<file path="src/rtl/instr_dec_pkg.sv">
package instr_dec_pkg;

   localparam int unsigned INSTR_W = 32;
   localparam int unsigned OPC_W   = 4;
   localparam int unsigned RNUM_W  = 4;
   localparam int unsigned IMM_W   = 20;
   localparam int unsigned SUB_LSB = 4;

   localparam logic [OPC_W-1:0] OPC_ADD  = 4'h0;
   localparam logic [OPC_W-1:0] OPC_NAND = 4'h1;
   localparam logic [OPC_W-1:0] OPC_ADDI = 4'h2;
   localparam logic [OPC_W-1:0] OPC_LW   = 4'h3;
   localparam logic [OPC_W-1:0] OPC_SW   = 4'h4;
   localparam logic [OPC_W-1:0] OPC_BEQ  = 4'h5;
   localparam logic [OPC_W-1:0] OPC_JALR = 4'h6;
   localparam logic [OPC_W-1:0] OPC_HALT = 4'h7;
   localparam logic [OPC_W-1:0] OPC_BGT  = 4'h8;
   localparam logic [OPC_W-1:0] OPC_LEA  = 4'h9;
   localparam logic [OPC_W-1:0] OPC_SHF  = 4'hA;

   // which instruction field feeds a register number
   typedef enum logic [1:0] {
      FLD_NONE = 2'd0,
      FLD_HI   = 2'd1,   // bits [27:24]
      FLD_MID  = 2'd2,   // bits [23:20]
      FLD_LO   = 2'd3    // bits [3:0]
   } rfld_e;

   typedef enum logic [1:0] {SA_ZERO = 2'd0, SA_RS1 = 2'd1, SA_PC = 2'd2} asel_e;
   typedef enum logic [1:0] {SB_ZERO = 2'd0, SB_RS2 = 2'd1, SB_IMM = 2'd2} bsel_e;
   typedef enum logic [1:0] {SC_ZERO = 2'd0, SC_RS1 = 2'd1, SC_RS2 = 2'd2, SC_IMM = 2'd3} csel_e;

   typedef enum logic [2:0] {
      ALU_ADD  = 3'b000,
      ALU_NAND = 3'b001,
      ALU_SLL  = 3'b100,
      ALU_SRL  = 3'b101,
      ALU_ROL  = 3'b110,
      ALU_ROR  = 3'b111
   } alu_e;

   typedef struct packed {
      rfld_e port_a;
      rfld_e port_b;
      rfld_e dest;
      asel_e a_sel;
      bsel_e b_sel;
      csel_e c_sel;
      alu_e  alu;
      logic  mem_rd;
      logic  mem_wr;
      logic  wb_mem;
      logic  br_eq;
      logic  br_gt;
      logic  jump;
      logic  halt;
   } ctrl_t;

endpackage

</file>
<file path="src/rtl/instr_dec_fields.sv">
module instr_dec_fields
   import instr_dec_pkg::*;
#(
   parameter int unsigned XLEN = 32
) (
   input  logic [INSTR_W-1:0] instr,
   output logic [OPC_W-1:0]   opcode,
   output logic [1:0]         sub_op,
   output logic [RNUM_W-1:0]  fld_hi,
   output logic [RNUM_W-1:0]  fld_mid,
   output logic [RNUM_W-1:0]  fld_lo,
   output logic [XLEN-1:0]    imm_ext
);

   localparam int unsigned EXT_W = XLEN - IMM_W;

   logic [IMM_W-1:0] imm_raw;

   always_comb begin
      opcode  = instr[INSTR_W-1 -: OPC_W];
      fld_hi  = instr[INSTR_W-OPC_W-1 -: RNUM_W];
      fld_mid = instr[INSTR_W-OPC_W-RNUM_W-1 -: RNUM_W];
      fld_lo  = instr[RNUM_W-1:0];
      sub_op  = instr[SUB_LSB +: 2];
      imm_raw = instr[IMM_W-1:0];
   end

   generate
      if (EXT_W == 0) begin : g_no_ext
         assign imm_ext = imm_raw;
      end else begin : g_ext
         assign imm_ext = {{EXT_W{imm_raw[IMM_W-1]}}, imm_raw};
      end
   endgenerate

endmodule

</file>
<file path="src/rtl/instr_dec_ctrl.sv">
module instr_dec_ctrl
   import instr_dec_pkg::*;
(
   input  logic [OPC_W-1:0] opcode,
   input  logic [1:0]       sub_op,
   output ctrl_t            ctrl
);

   always_comb begin
      ctrl = '0;
      unique case (opcode)
         OPC_ADD, OPC_NAND: begin
            ctrl.port_a = FLD_MID;
            ctrl.port_b = FLD_LO;
            ctrl.dest   = FLD_HI;
            ctrl.a_sel  = SA_RS1;
            ctrl.b_sel  = SB_RS2;
            ctrl.alu    = (opcode == OPC_NAND) ? ALU_NAND : ALU_ADD;
         end
         OPC_SHF: begin
            ctrl.port_a = FLD_MID;
            ctrl.port_b = FLD_LO;
            ctrl.dest   = FLD_HI;
            ctrl.a_sel  = SA_RS1;
            ctrl.b_sel  = SB_RS2;
            ctrl.alu    = alu_e'({1'b1, sub_op});
         end
         OPC_ADDI, OPC_LW: begin
            ctrl.port_a = FLD_MID;
            ctrl.dest   = FLD_HI;
            ctrl.a_sel  = SA_RS1;
            ctrl.b_sel  = SB_IMM;
            ctrl.mem_rd = (opcode == OPC_LW);
            ctrl.wb_mem = (opcode == OPC_LW);
         end
         OPC_SW: begin
            ctrl.port_a = FLD_MID;
            ctrl.port_b = FLD_HI;
            ctrl.a_sel  = SA_RS1;
            ctrl.b_sel  = SB_IMM;
            ctrl.c_sel  = SC_RS2;
            ctrl.mem_wr = 1'b1;
         end
         OPC_BEQ, OPC_BGT: begin
            ctrl.port_a = FLD_HI;
            ctrl.port_b = FLD_MID;
            ctrl.a_sel  = SA_RS1;
            ctrl.b_sel  = SB_RS2;
            ctrl.c_sel  = SC_IMM;
            ctrl.br_eq  = (opcode == OPC_BEQ);
            ctrl.br_gt  = (opcode == OPC_BGT);
         end
         OPC_JALR: begin
            ctrl.port_a = FLD_HI;
            ctrl.dest   = FLD_MID;
            ctrl.a_sel  = SA_PC;
            ctrl.c_sel  = SC_RS1;
            ctrl.jump   = 1'b1;
         end
         OPC_LEA: begin
            ctrl.dest   = FLD_HI;
            ctrl.a_sel  = SA_PC;
            ctrl.b_sel  = SB_IMM;
         end
         OPC_HALT: begin
            ctrl.halt   = 1'b1;
         end
         default: begin
            ctrl = '0;
         end
      endcase
   end

endmodule

</file>
<file path="src/rtl/instr_dec_src.sv">
module instr_dec_src
   import instr_dec_pkg::*;
#(
   parameter int unsigned XLEN       = 32,
   parameter int unsigned NUM_FWD    = 3,
   parameter int unsigned SEL_W      = 2,
   parameter bit          ZERO_FORCE = 1'b1
) (
   input  logic [RNUM_W-1:0]       raddr,
   input  logic [XLEN-1:0]         rf_data,
   input  logic [NUM_FWD*XLEN-1:0] fwd_data,
   input  logic [SEL_W-1:0]        sel,
   output logic [XLEN-1:0]         value
);

   logic [XLEN-1:0] picked;

   always_comb begin
      picked = rf_data;
      for (int k = 1; k <= NUM_FWD; k++) begin
         if (int'(sel) == k) picked = fwd_data[(k-1)*XLEN +: XLEN];
      end
   end

   generate
      if (ZERO_FORCE) begin : g_zero
         assign value = (raddr == '0) ? '0 : picked;
      end else begin : g_pass
         assign value = picked;
      end
   endgenerate

endmodule

</file>
<file path="src/rtl/instr_decode_stage.sv">
module instr_decode_stage
   import instr_dec_pkg::*;
#(
   parameter int unsigned XLEN       = 32,
   parameter int unsigned NUM_FWD    = 3,
   parameter int unsigned SEL_W      = $clog2(NUM_FWD + 1),
   parameter bit          ZERO_FORCE = 1'b1
) (
   input  logic [INSTR_W-1:0]      instr,
   input  logic [XLEN-1:0]         pc_inc,
   input  logic [XLEN-1:0]         rf_rdata_a,
   input  logic [XLEN-1:0]         rf_rdata_b,
   input  logic [NUM_FWD*XLEN-1:0] fwd_data,
   input  logic [SEL_W-1:0]        fwd_sel_a,
   input  logic [SEL_W-1:0]        fwd_sel_b,
   output logic [RNUM_W-1:0]       rf_raddr_a,
   output logic                    rd_a_used,
   output logic [RNUM_W-1:0]       rf_raddr_b,
   output logic                    rd_b_used,
   output logic [RNUM_W-1:0]       dest_reg,
   output logic                    dest_wr,
   output logic [2:0]              alu_op,
   output logic [XLEN-1:0]         imm_ext,
   output logic [XLEN-1:0]         op_a,
   output logic [XLEN-1:0]         op_b,
   output logic [XLEN-1:0]         op_c,
   output logic                    mem_rd,
   output logic                    mem_wr,
   output logic                    wb_mem,
   output logic                    br_eq,
   output logic                    br_gt,
   output logic                    jump,
   output logic                    halt
);

   localparam int unsigned N_PORTS = 2;

   // elaboration-time parameter checks
   generate
      if (XLEN < IMM_W + 1) begin : g_bad_xlen
         $error("XLEN must exceed the immediate width");
      end
      if (NUM_FWD < 1) begin : g_bad_nfwd
         $error("NUM_FWD must be at least 1");
      end
      if (SEL_W != $clog2(NUM_FWD + 1)) begin : g_bad_selw
         $error("SEL_W must be clog2(NUM_FWD+1)");
      end
   endgenerate

   logic [OPC_W-1:0]  opcode;
   logic [1:0]        sub_op;
   logic [RNUM_W-1:0] fld_hi, fld_mid, fld_lo;
   ctrl_t             ctrl;

   instr_dec_fields #(.XLEN(XLEN)) u_fields (
      .instr   (instr),
      .opcode  (opcode),
      .sub_op  (sub_op),
      .fld_hi  (fld_hi),
      .fld_mid (fld_mid),
      .fld_lo  (fld_lo),
      .imm_ext (imm_ext)
   );

   instr_dec_ctrl u_ctrl (
      .opcode (opcode),
      .sub_op (sub_op),
      .ctrl   (ctrl)
   );

   function automatic logic [RNUM_W-1:0] pick_fld(rfld_e f, logic [RNUM_W-1:0] hi,
                                                   logic [RNUM_W-1:0] mid, logic [RNUM_W-1:0] lo);
      case (f)
         FLD_HI:  return hi;
         FLD_MID: return mid;
         FLD_LO:  return lo;
         default: return '0;
      endcase
   endfunction

   // per-port register numbers and resolved values
   rfld_e             port_fld [N_PORTS];
   logic [RNUM_W-1:0] port_addr[N_PORTS];
   logic [XLEN-1:0]   port_rf  [N_PORTS];
   logic [SEL_W-1:0]  port_sel [N_PORTS];
   logic [XLEN-1:0]   port_val [N_PORTS];

   always_comb begin
      port_fld[0] = ctrl.port_a;
      port_fld[1] = ctrl.port_b;
      port_rf[0]  = rf_rdata_a;
      port_rf[1]  = rf_rdata_b;
      port_sel[0] = fwd_sel_a;
      port_sel[1] = fwd_sel_b;
   end

   generate
      for (genvar p = 0; p < N_PORTS; p++) begin : g_port
         assign port_addr[p] = pick_fld(port_fld[p], fld_hi, fld_mid, fld_lo);

         instr_dec_src #(
            .XLEN       (XLEN),
            .NUM_FWD    (NUM_FWD),
            .SEL_W      (SEL_W),
            .ZERO_FORCE (ZERO_FORCE)
         ) u_src (
            .raddr    (port_addr[p]),
            .rf_data  (port_rf[p]),
            .fwd_data (fwd_data),
            .sel      (port_sel[p]),
            .value    (port_val[p])
         );
      end
   endgenerate

   logic [RNUM_W-1:0] dest_num;

   always_comb begin
      rf_raddr_a = port_addr[0];
      rf_raddr_b = port_addr[1];
      rd_a_used  = (ctrl.port_a != FLD_NONE);
      rd_b_used  = (ctrl.port_b != FLD_NONE);

      dest_num   = pick_fld(ctrl.dest, fld_hi, fld_mid, fld_lo);
      dest_wr    = (ctrl.dest != FLD_NONE) && (dest_num != '0);
      dest_reg   = dest_wr ? dest_num : '0;

      alu_op     = ctrl.alu;
      mem_rd     = ctrl.mem_rd;
      mem_wr     = ctrl.mem_wr;
      wb_mem     = ctrl.wb_mem;
      br_eq      = ctrl.br_eq;
      br_gt      = ctrl.br_gt;
      jump       = ctrl.jump;
      halt       = ctrl.halt;
   end

   // operand steering
   always_comb begin
      unique case (ctrl.a_sel)
         SA_RS1:  op_a = port_val[0];
         SA_PC:   op_a = pc_inc;
         default: op_a = '0;
      endcase
      unique case (ctrl.b_sel)
         SB_RS2:  op_b = port_val[1];
         SB_IMM:  op_b = imm_ext;
         default: op_b = '0;
      endcase
      unique case (ctrl.c_sel)
         SC_RS1:  op_c = port_val[0];
         SC_RS2:  op_c = port_val[1];
         SC_IMM:  op_c = imm_ext;
         default: op_c = '0;
      endcase
   end

endmodule

</file>
<file path="config.mk">
export PLATFORM = sky130hd
export DESIGN_NAME = instr_decode_stage
export DESIGN_NICKNAME = d
export VERILOG_FILES = /design/src/rtl/instr_dec_pkg.sv /design/src/rtl/instr_dec_fields.sv /design/src/rtl/instr_dec_ctrl.sv /design/src/rtl/instr_dec_src.sv /design/src/rtl/instr_decode_stage.sv
export SDC_FILE = /design/constraint.sdc
export NUM_CORES = 1
export LEC_CHECK = 0
export ABC_AREA = 0
export BUFFER_PORTS_ARGS = -buffer_cell sky130_fd_sc_hd__buf_2
export CORE_AREA = 2 2 148 150
export DETAILED_ROUTE_END_ITERATION = 8
export DIE_AREA = 0 0 150 152
export GPL_TIMING_DRIVEN = 0
export SYNTH_ARGS = -nofsm -noshare
export SYNTH_HDL_FRONTEND = slang
export SYNTH_HIERARCHICAL = 1
export SYNTH_SLANG_ARGS = --single-unit
</file>
<file path="constraint.sdc">
create_clock -name vclk -period 12.1
set_clock_uncertainty 0.05 [all_clocks]
set_input_delay 3.63 -clock vclk [all_inputs]
set_output_delay 3.63 -clock vclk [all_outputs]
set_load 0.02 [all_outputs]
</file>
== Word-level counts from Yosys, hierarchy flattened ==
Cells that the tools add are included.
Storage, ports and cells
  flip-flop bits (word level): 0
  output and inout port bits: 153
  input bits: 228
  logic and storage cells: 79
Cells by class
  mux-type cells: 28
  reductions and logical operators: 19
  eq/ne operators: 32
Operators by type and width (number)
  2-to-1 mux 32 bit: 8
  case mux 32 bit (2 select lines): 2
  case mux 32 bit (3 select lines): 1
  case mux 4 bit (3 select lines): 3
  equality test 2 bit (second input constant): 14
  equality test 2 x 1 -> 1 bit (second input constant): 8
  equality test 4 x 3 -> 1 bit (second input constant): 4
  case mux 2 bit (2 select lines): 4
  equality test 4 bit (second input constant): 3
  zero test 4 bit: 3
  case mux 2 bit (3 select lines): 2
  OR reduction 6 bit: 2
  equality test 4 x 2 -> 1 bit (second input constant): 2
  OR reduction 2 bit: 4
  OR reduction 8 bit: 1
  case mux 3 bit (2 select lines): 1
  nonzero test 2 bit: 3
  OR reduction 3 bit: 2
  2-to-1 mux 1 bit: 5
  OR reduction 5 bit: 1
  equality test 4 x 1 -> 1 bit (second input constant): 1
  2-to-1 mux 4 bit: 1
  nonzero test 4 bit: 1
  OR reduction 4 bit: 1
  2 further kinds: 2

== Longest topological paths before layout ==
Gate-level depths: netlist (run 1).
  depth in word-level cells: 8
  gate-level depth with buffers: 11
  mapped depth without buffers: 8

== Modules after synthesis ==
Netlist (run 1), hierarchy kept.
Modules (own cells, without submodules)
  instr_dec_src: area an instance 1033.5 um^2, instances 2, cells each 75, sequential area each 0.0 um^2
  instr_decode_stage: area an instance 1824.2 um^2, instances 1, cells each 261, sequential area each 0.0 um^2
  instr_dec_fields: area an instance 375.4 um^2, instances 1, cells each 50, sequential area each 0.0 um^2
  instr_dec_ctrl: area an instance 290.3 um^2, instances 1, cells each 45, sequential area each 0.0 um^2

== Worst setup path after synthesis (run 1) ==
No wires, ideal clock.
  path type: input port to output port
  start: in instr[28]
  end: out op_c[30]
  data required time: 8.420 ns
  path slack: 1.895 ns
  stages on the path: 11
  arrival time: 6.525 ns
  cell sequence: buf_4 buf_6 nand2b_1 o22ai_1 mux2_2 a22o_1 or4_1 clkbuf_1 and2_1 mux2_1 a22o_1
RTL lines
  from (decl): RTL line instr_decode_stage.sv:9  | input logic [INSTR_W-1:0] instr,
  to (decl): RTL line instr_decode_stage.sv:26  | output logic [XLEN-1:0] op_c,

==> impl_metrics.csv, run 1 <==
group,metric,value,unit
floorplanning,std_cell_rows,54,
floorplanning,core_area,0.0214,mm²
final_layout,fin_nets,1087,
detailed_routing,postRouteAntennaNets,0,
final_layout,n_sequential_cell,0,
final_layout,syn2layout_area_growth,45.8,%
power,internal-power,0.167,mW
sta,report.final.slew_viol_count,0,
grt,antenna_found_initial,1,
final_layout,clock_buffers,0,
sta,fin_crit,10.86,ns
sta,max_freq,92.1,MHz
place,placed_cell_area,0.00664,mm²
hold_path,hold_path.class,"primary input to output port",
synthesis,yosysUniqueCellTypes,35,
floorplanning,num_io_pins,381,
final_layout,design_area,0.00664,mm²
detailed_routing,drtPass1Iterations,5,
detailed_routing,drt-total-wl,24600,µm
sta,final.setup.tns,0,ns
detailed_routing,vias,5753,
power,p_switching,0.215,mW
final_layout,final_common_cell,"buf_2",
final_layout,utilization,0.311,
final_layout,layout-drive-gt1-share,0.605,
synthesis,synth_nets,738,
grt,grt_usage,0.205,
synthesis,avgSynthCellArea,9.01,µm²
detailed_routing,vias_per_cell,5.08,
synthesis,netlist_area,0.00456,mm²
power,pwr_density_cell,57.5,mW/mm²
final_layout,final_cell_mix,"354 x buf_2, 70 x nor2_1, 64 x a22oi_1, 64 x and2_1, 60 x mux4_2",
worst_setup_path,worstPathArrival,7.18,ns
grt,grt.overflow.total,0,
grt,grt_pass1_vias,5802,
synthesis,synthCells,506,
place,hpwl,20400,µm
sta,finalSetupViolCount,0,
detailed_routing,drtIter0Drc,364,
final_layout,antenna_cells,0,
sta,rsz0062_at_grt,"false",
sta,tightest_slew,0.810,ns
floorplanning,die_x,150,µm
synthesis,ys_warn_count,6,
power,swShare,0.563,
floorplanning,dieArea,0.0228,mm²
sta,hold_violations,0,
detailed_routing,drc,0,
place,io_buffer_count,347,
synthesis,yosysSeqAreaShare,0,
power,p_comb_frac,1.000,
place,place.gp.congestion,0.934,
final_layout,regArea,0,µm²
worst_setup_path,start_kind,"primary input",
hold_path,min_path_cells,2,
outcome,outcome,"completed",
floorplanning,initial_core_util,0.213,
clock_tree,post_cts_buffers,0,
worst_setup_path,critPathCaptureType,"output port",
hold_path,min_to,"imm_ext[11]",
clock_tree,cts-hold-fix-buffers,0,
clock_tree,cts.repair.resized,0,
final_layout,fillers,2342,
detailed_routing,post_drt_wl_per_cell,21.7,µm
worst_setup_path,critPathRequiredTime,8.42,ns
grt,grt_pass1_wl,36000,µm
power,power_frac_clock,0,
floorplanning,die_h,152,µm
run,max_cap_viol_count,0,
hold_path,worstHoldStart,"instr[11]",
worst_setup_path,critPathMaxFanout,10,
power,seqPwrFrac,0,
power,ir_drop,0.0183,mV
sta,slew_headroom,0.457,
sta,period_share,0.898,
grt,grt_start_max_net_pins,14,
worst_setup_path,worstSetupPathType,"primary input to output port",
power,power.leakage,3.23,nW
[worst max-delay path, stage by stage]
cell and delay [ns]:
buf_4 0.14, buf_6 0.13, nand2b_1 0.25, o22ai_1 0.48
mux2_2 0.39, a22o_1 0.20, or4_1 0.70, clkbuf_1 0.33
and2_1 0.26, mux2_1 0.29, a22o_1 0.19, buf_2 0.16
[layout make-up]
cell class,instances,area (µm²),area share
inverter,6,22.5,0.00339
multi-input combinational,394,3800,0.573
buffer,106,729,0.110
timing repair buffer,347,1740,0.261
tap,280,350,0.0527
[power groups by stage]
stage | combinational [mW] | sequential, mW | clock (mW)
after floorplan | 0.245 | 0 | 0
after global placement | 0.379 | 0 | 0
after detailed placement | 0.381 | 0 | 0
after CTS | 0.383 | 0 | 0
after global routing | 0.410 | 0 | 0
final | 0.382 | 0 | 0
[metrics by stage]
step	std cells	hold WS [ns]	setup WS [ns]	power, mW
2_1_floorplan	506	7.33	1.90	0.245
3_3_place_gp	1133	7.45	1.22	0.379
3_5_place_dp	1133	7.45	1.26	0.381
4_1_cts	1133	7.45	1.22	0.383
5_1_grt	1133	7.46	1.05	0.410
6_report	1133	7.45	1.24	0.382
[worst max path at each step]
stage | slack [ns] | start | endpoint
after global placement | 1.22 | instr[28] | op_c[29]
after detailed placement | 1.26 | instr[28] | op_c[29]
after CTS | 1.22 | instr[28] | op_c[29]
after global routing | 1.05 | instr[30] | op_b[14]
final | 1.24 | instr[28] | op_c[19]
after floorplan | 1.90 | instr[28] | op_c[30]
[cells by family after synthesis]
group,after synthesis,share of synthesized area
xor+xnor,1,0.00192
simple gates,158,0.181
mux,108,0.428
compound gates,123,0.212
fa+ha+maj,4,0.0110
buf+inv,112,0.165
[Yosys cell counts (all sizes together) (2+ instances only)]
master	n	share of area
clkbuf	37	0.030
and2	64	0.088
o22ai	4	0.0055
mux4	64	0.32
buf	69	0.13
inv	6	0.0049
or3b	2	0.0038
o21ai	2	0.0022
mux2	44	0.11
nor2	70	0.058
a21oi	3	0.0041
nor2b	5	0.0069
nand2b	4	0.0055
ha	4	0.011
nor3	2	0.0022
a211oi	2	0.0033
a22oi	64	0.11
or2	3	0.0041
a211o	2	0.0038
or4	3	0.0049
a22o	44	0.085
[layer usage]
layer | wire length (µm) | track usage
met5 | 8 | 0
met4 | 248 | 0.0202
met3 | 1700 | 0.0225
met2 | 11900 | 0.343
met1 | 10700 | 0.295
Power figures use the tool's default switching activity.
==> run 2, diff against run 1 <==
--- a/config.mk
+++ b/config.mk
@@ -11,6 +11,7 @@
 export DETAILED_ROUTE_END_ITERATION = 8
 export DIE_AREA = 0 0 150 152
 export GPL_TIMING_DRIVEN = 0
+export RECOVER_POWER = 50
 export SYNTH_ARGS = -nofsm -noshare
 export SYNTH_HDL_FRONTEND = slang
 export SYNTH_HIERARCHICAL = 1
==> run 2 against run 1 <==
Net effect: final area fell by 1.1%; sequential cell count did not move; via count barely moved; critical path depth did not move; largest cell class unchanged; critical path type unchanged.
==> impl_metrics.csv, run 2 (same netlist as run 1, synthesis figures left out) <==
group,metric,value,unit
sta,tightest_slew,0.817,ns
power,seqPwrFrac,0,
hold_path,hold_path.class,"primary input to output port",
floorplanning,num_io_pins,381,
power,power.leakage,3.03,nW
worst_setup_path,critPathCaptureType,"output port",
grt,grt_pass1_vias,5802,
detailed_routing,drtPass1Iterations,5,
worst_setup_path,crit_slowest_cell,"or4_1",
clock_tree,cts-hold-fix-buffers,0,
sta,period_share,0.898,
grt,grt.overflow.total,0,
detailed_routing,drt-total-wl,24600,µm
sta,max_freq,92.1,MHz
place,hpwl,20400,µm
worst_setup_path,critPathMaxFanout,10,
worst_setup_path,start_kind,"primary input",
power,internal-power,0.163,mW
floorplanning,die_x,150,µm
grt,grt_pass1_wl,36000,µm
final_layout,final_cells,1134,
outcome,outcome,"completed",
power,swShare,0.570,
worst_setup_path,critPathRequiredTime,8.42,ns
hold_path,min_path_cells,2,
sta,rsz0062_at_grt,"false",
worst_setup_path,critPathBufInv,4,
place,io_buffer_count,347,
sta,fin_crit,10.86,ns
worst_setup_path,worstPathArrival,7.18,ns
final_layout,fin_nets,1087,
detailed_routing,vias,5749,
grt,antenna_found_initial,1,
final_layout,final_cell_mix,"295 x buf_2, 97 x clkbuf_1, 70 x nor2_1",
worst_setup_path,path_delay_family,"simple AND/OR/NAND/NOR gates",
final_layout,layout-drive-gt1-share,0.535,
floorplanning,dieArea,0.0228,mm²
final_layout,clock_buffers,0,
sta,slew_headroom,0.452,
run,max_cap_viol_count,0,
final_layout,final_common_cell,"buf_2",
sta,report.final.slew_viol_count,0,
grt,grt_start_max_net_pins,14,
power,pwr_density_cell,57.5,mW/mm²
detailed_routing,drc,0,
detailed_routing,post_drt_wl_per_cell,21.7,µm
sta,setup_slack,1.24,ns
power,ir_drop,0.0183,mV
detailed_routing,drtIter0Drc,342,
sta,final.setup.tns,0,ns
place,place.gp.congestion,0.934,
power,p_switching,0.215,mW
final_layout,syn2layout_area_growth,44.2,%
power,fin_total_pwr,0.378,mW
floorplanning,die_h,152,µm
final_layout,fillers,2378,
sta,hold_violations,0,
floorplanning,std_cell_rows,54,
final_layout,n_sequential_cell,0,
final_layout,utilization,0.308,
clock_tree,cts.repair.resized,0,
clock_tree,post_cts_buffers,0,
worst_setup_path,crit_top_cell,"a22o_1",
detailed_routing,vias_per_cell,5.07,
power,p_comb_frac,1.000,
worst_setup_path,crit_cells,12,
detailed_routing,postRouteAntennaNets,0,
place,pre_cts_slack,1.26,ns
sta,finalSetupViolCount,0,
worst_setup_path,critPathMaxStageDelay,0.70,ns
floorplanning,initial_core_util,0.213,
grt,grt_usage,0.205,
final_layout,multi_input_area,0.00380,mm²
final_layout,regArea,0,µm²
place,dp.cells,1133,
floorplanning,core_area,0.0214,mm²
worst_setup_path,path_cells,"buf_4 > buf_6 > nand2b_1 > o22ai_1 > mux2_2 > a22o_1 > or4_1 > clkbuf_1 > and2_1 > mux2_1 > a22o_1 > buf_2",
power,power_frac_clock,0,
worst_setup_path,worstSetupPathType,"primary input to output port",
## run 2: cell count changes in the layout (fill, tap and decap cells not counted), sizes merged
cell    delta
buf       -60
diode      +1
clkbuf    +60
## run 2: layout make-up
class	instances	area share
antenna	1	0.000381
timing repair buffer	347	0.253
buffer	106	0.110
tap	280	0.0533
multi-input combinational	394	0.579
inverter	6	0.00343
## run 2: stage by stage
| stage | cell area [µm²] | hold slack [ns] |
|---|---|---|
| 2_1_floorplan | 4560 | 7.33 |
| 3_3_place_gp | 6640 | 7.45 |
| 3_5_place_dp | 6640 | 7.45 |
| 4_1_cts | 6640 | 7.45 |
| 5_1_grt | 6570 | 7.49 |
| 6_report | 6570 | 7.49 |
## run 2: power groups by stage
stage | Clock (mW) | Combinational, mW | Sequential [mW]
floorplan | 0 | 0.245 | 0
global placement | 0 | 0.379 | 0
detailed placement | 0 | 0.381 | 0
CTS | 0 | 0.383 | 0
global route | 0 | 0.406 | 0
finish | 0.0000000112 | 0.378 | 0
## run 2: path summary, 6_finish.rpt
| path | startpoint | endpoint | slack, ns |
|---|---|---|---|
| min | instr[11] | imm_ext[11] | 7.49 |
| max | instr[28] | op_c[19] | 1.24 |
## run 2: metal layers
metal / routed length (µm) / GRT usage
met5: 8 / 0
met4: 308 / 0.0202
met3: 1630 / 0.0225
met2: 11800 / 0.343
met1: 10900 / 0.295
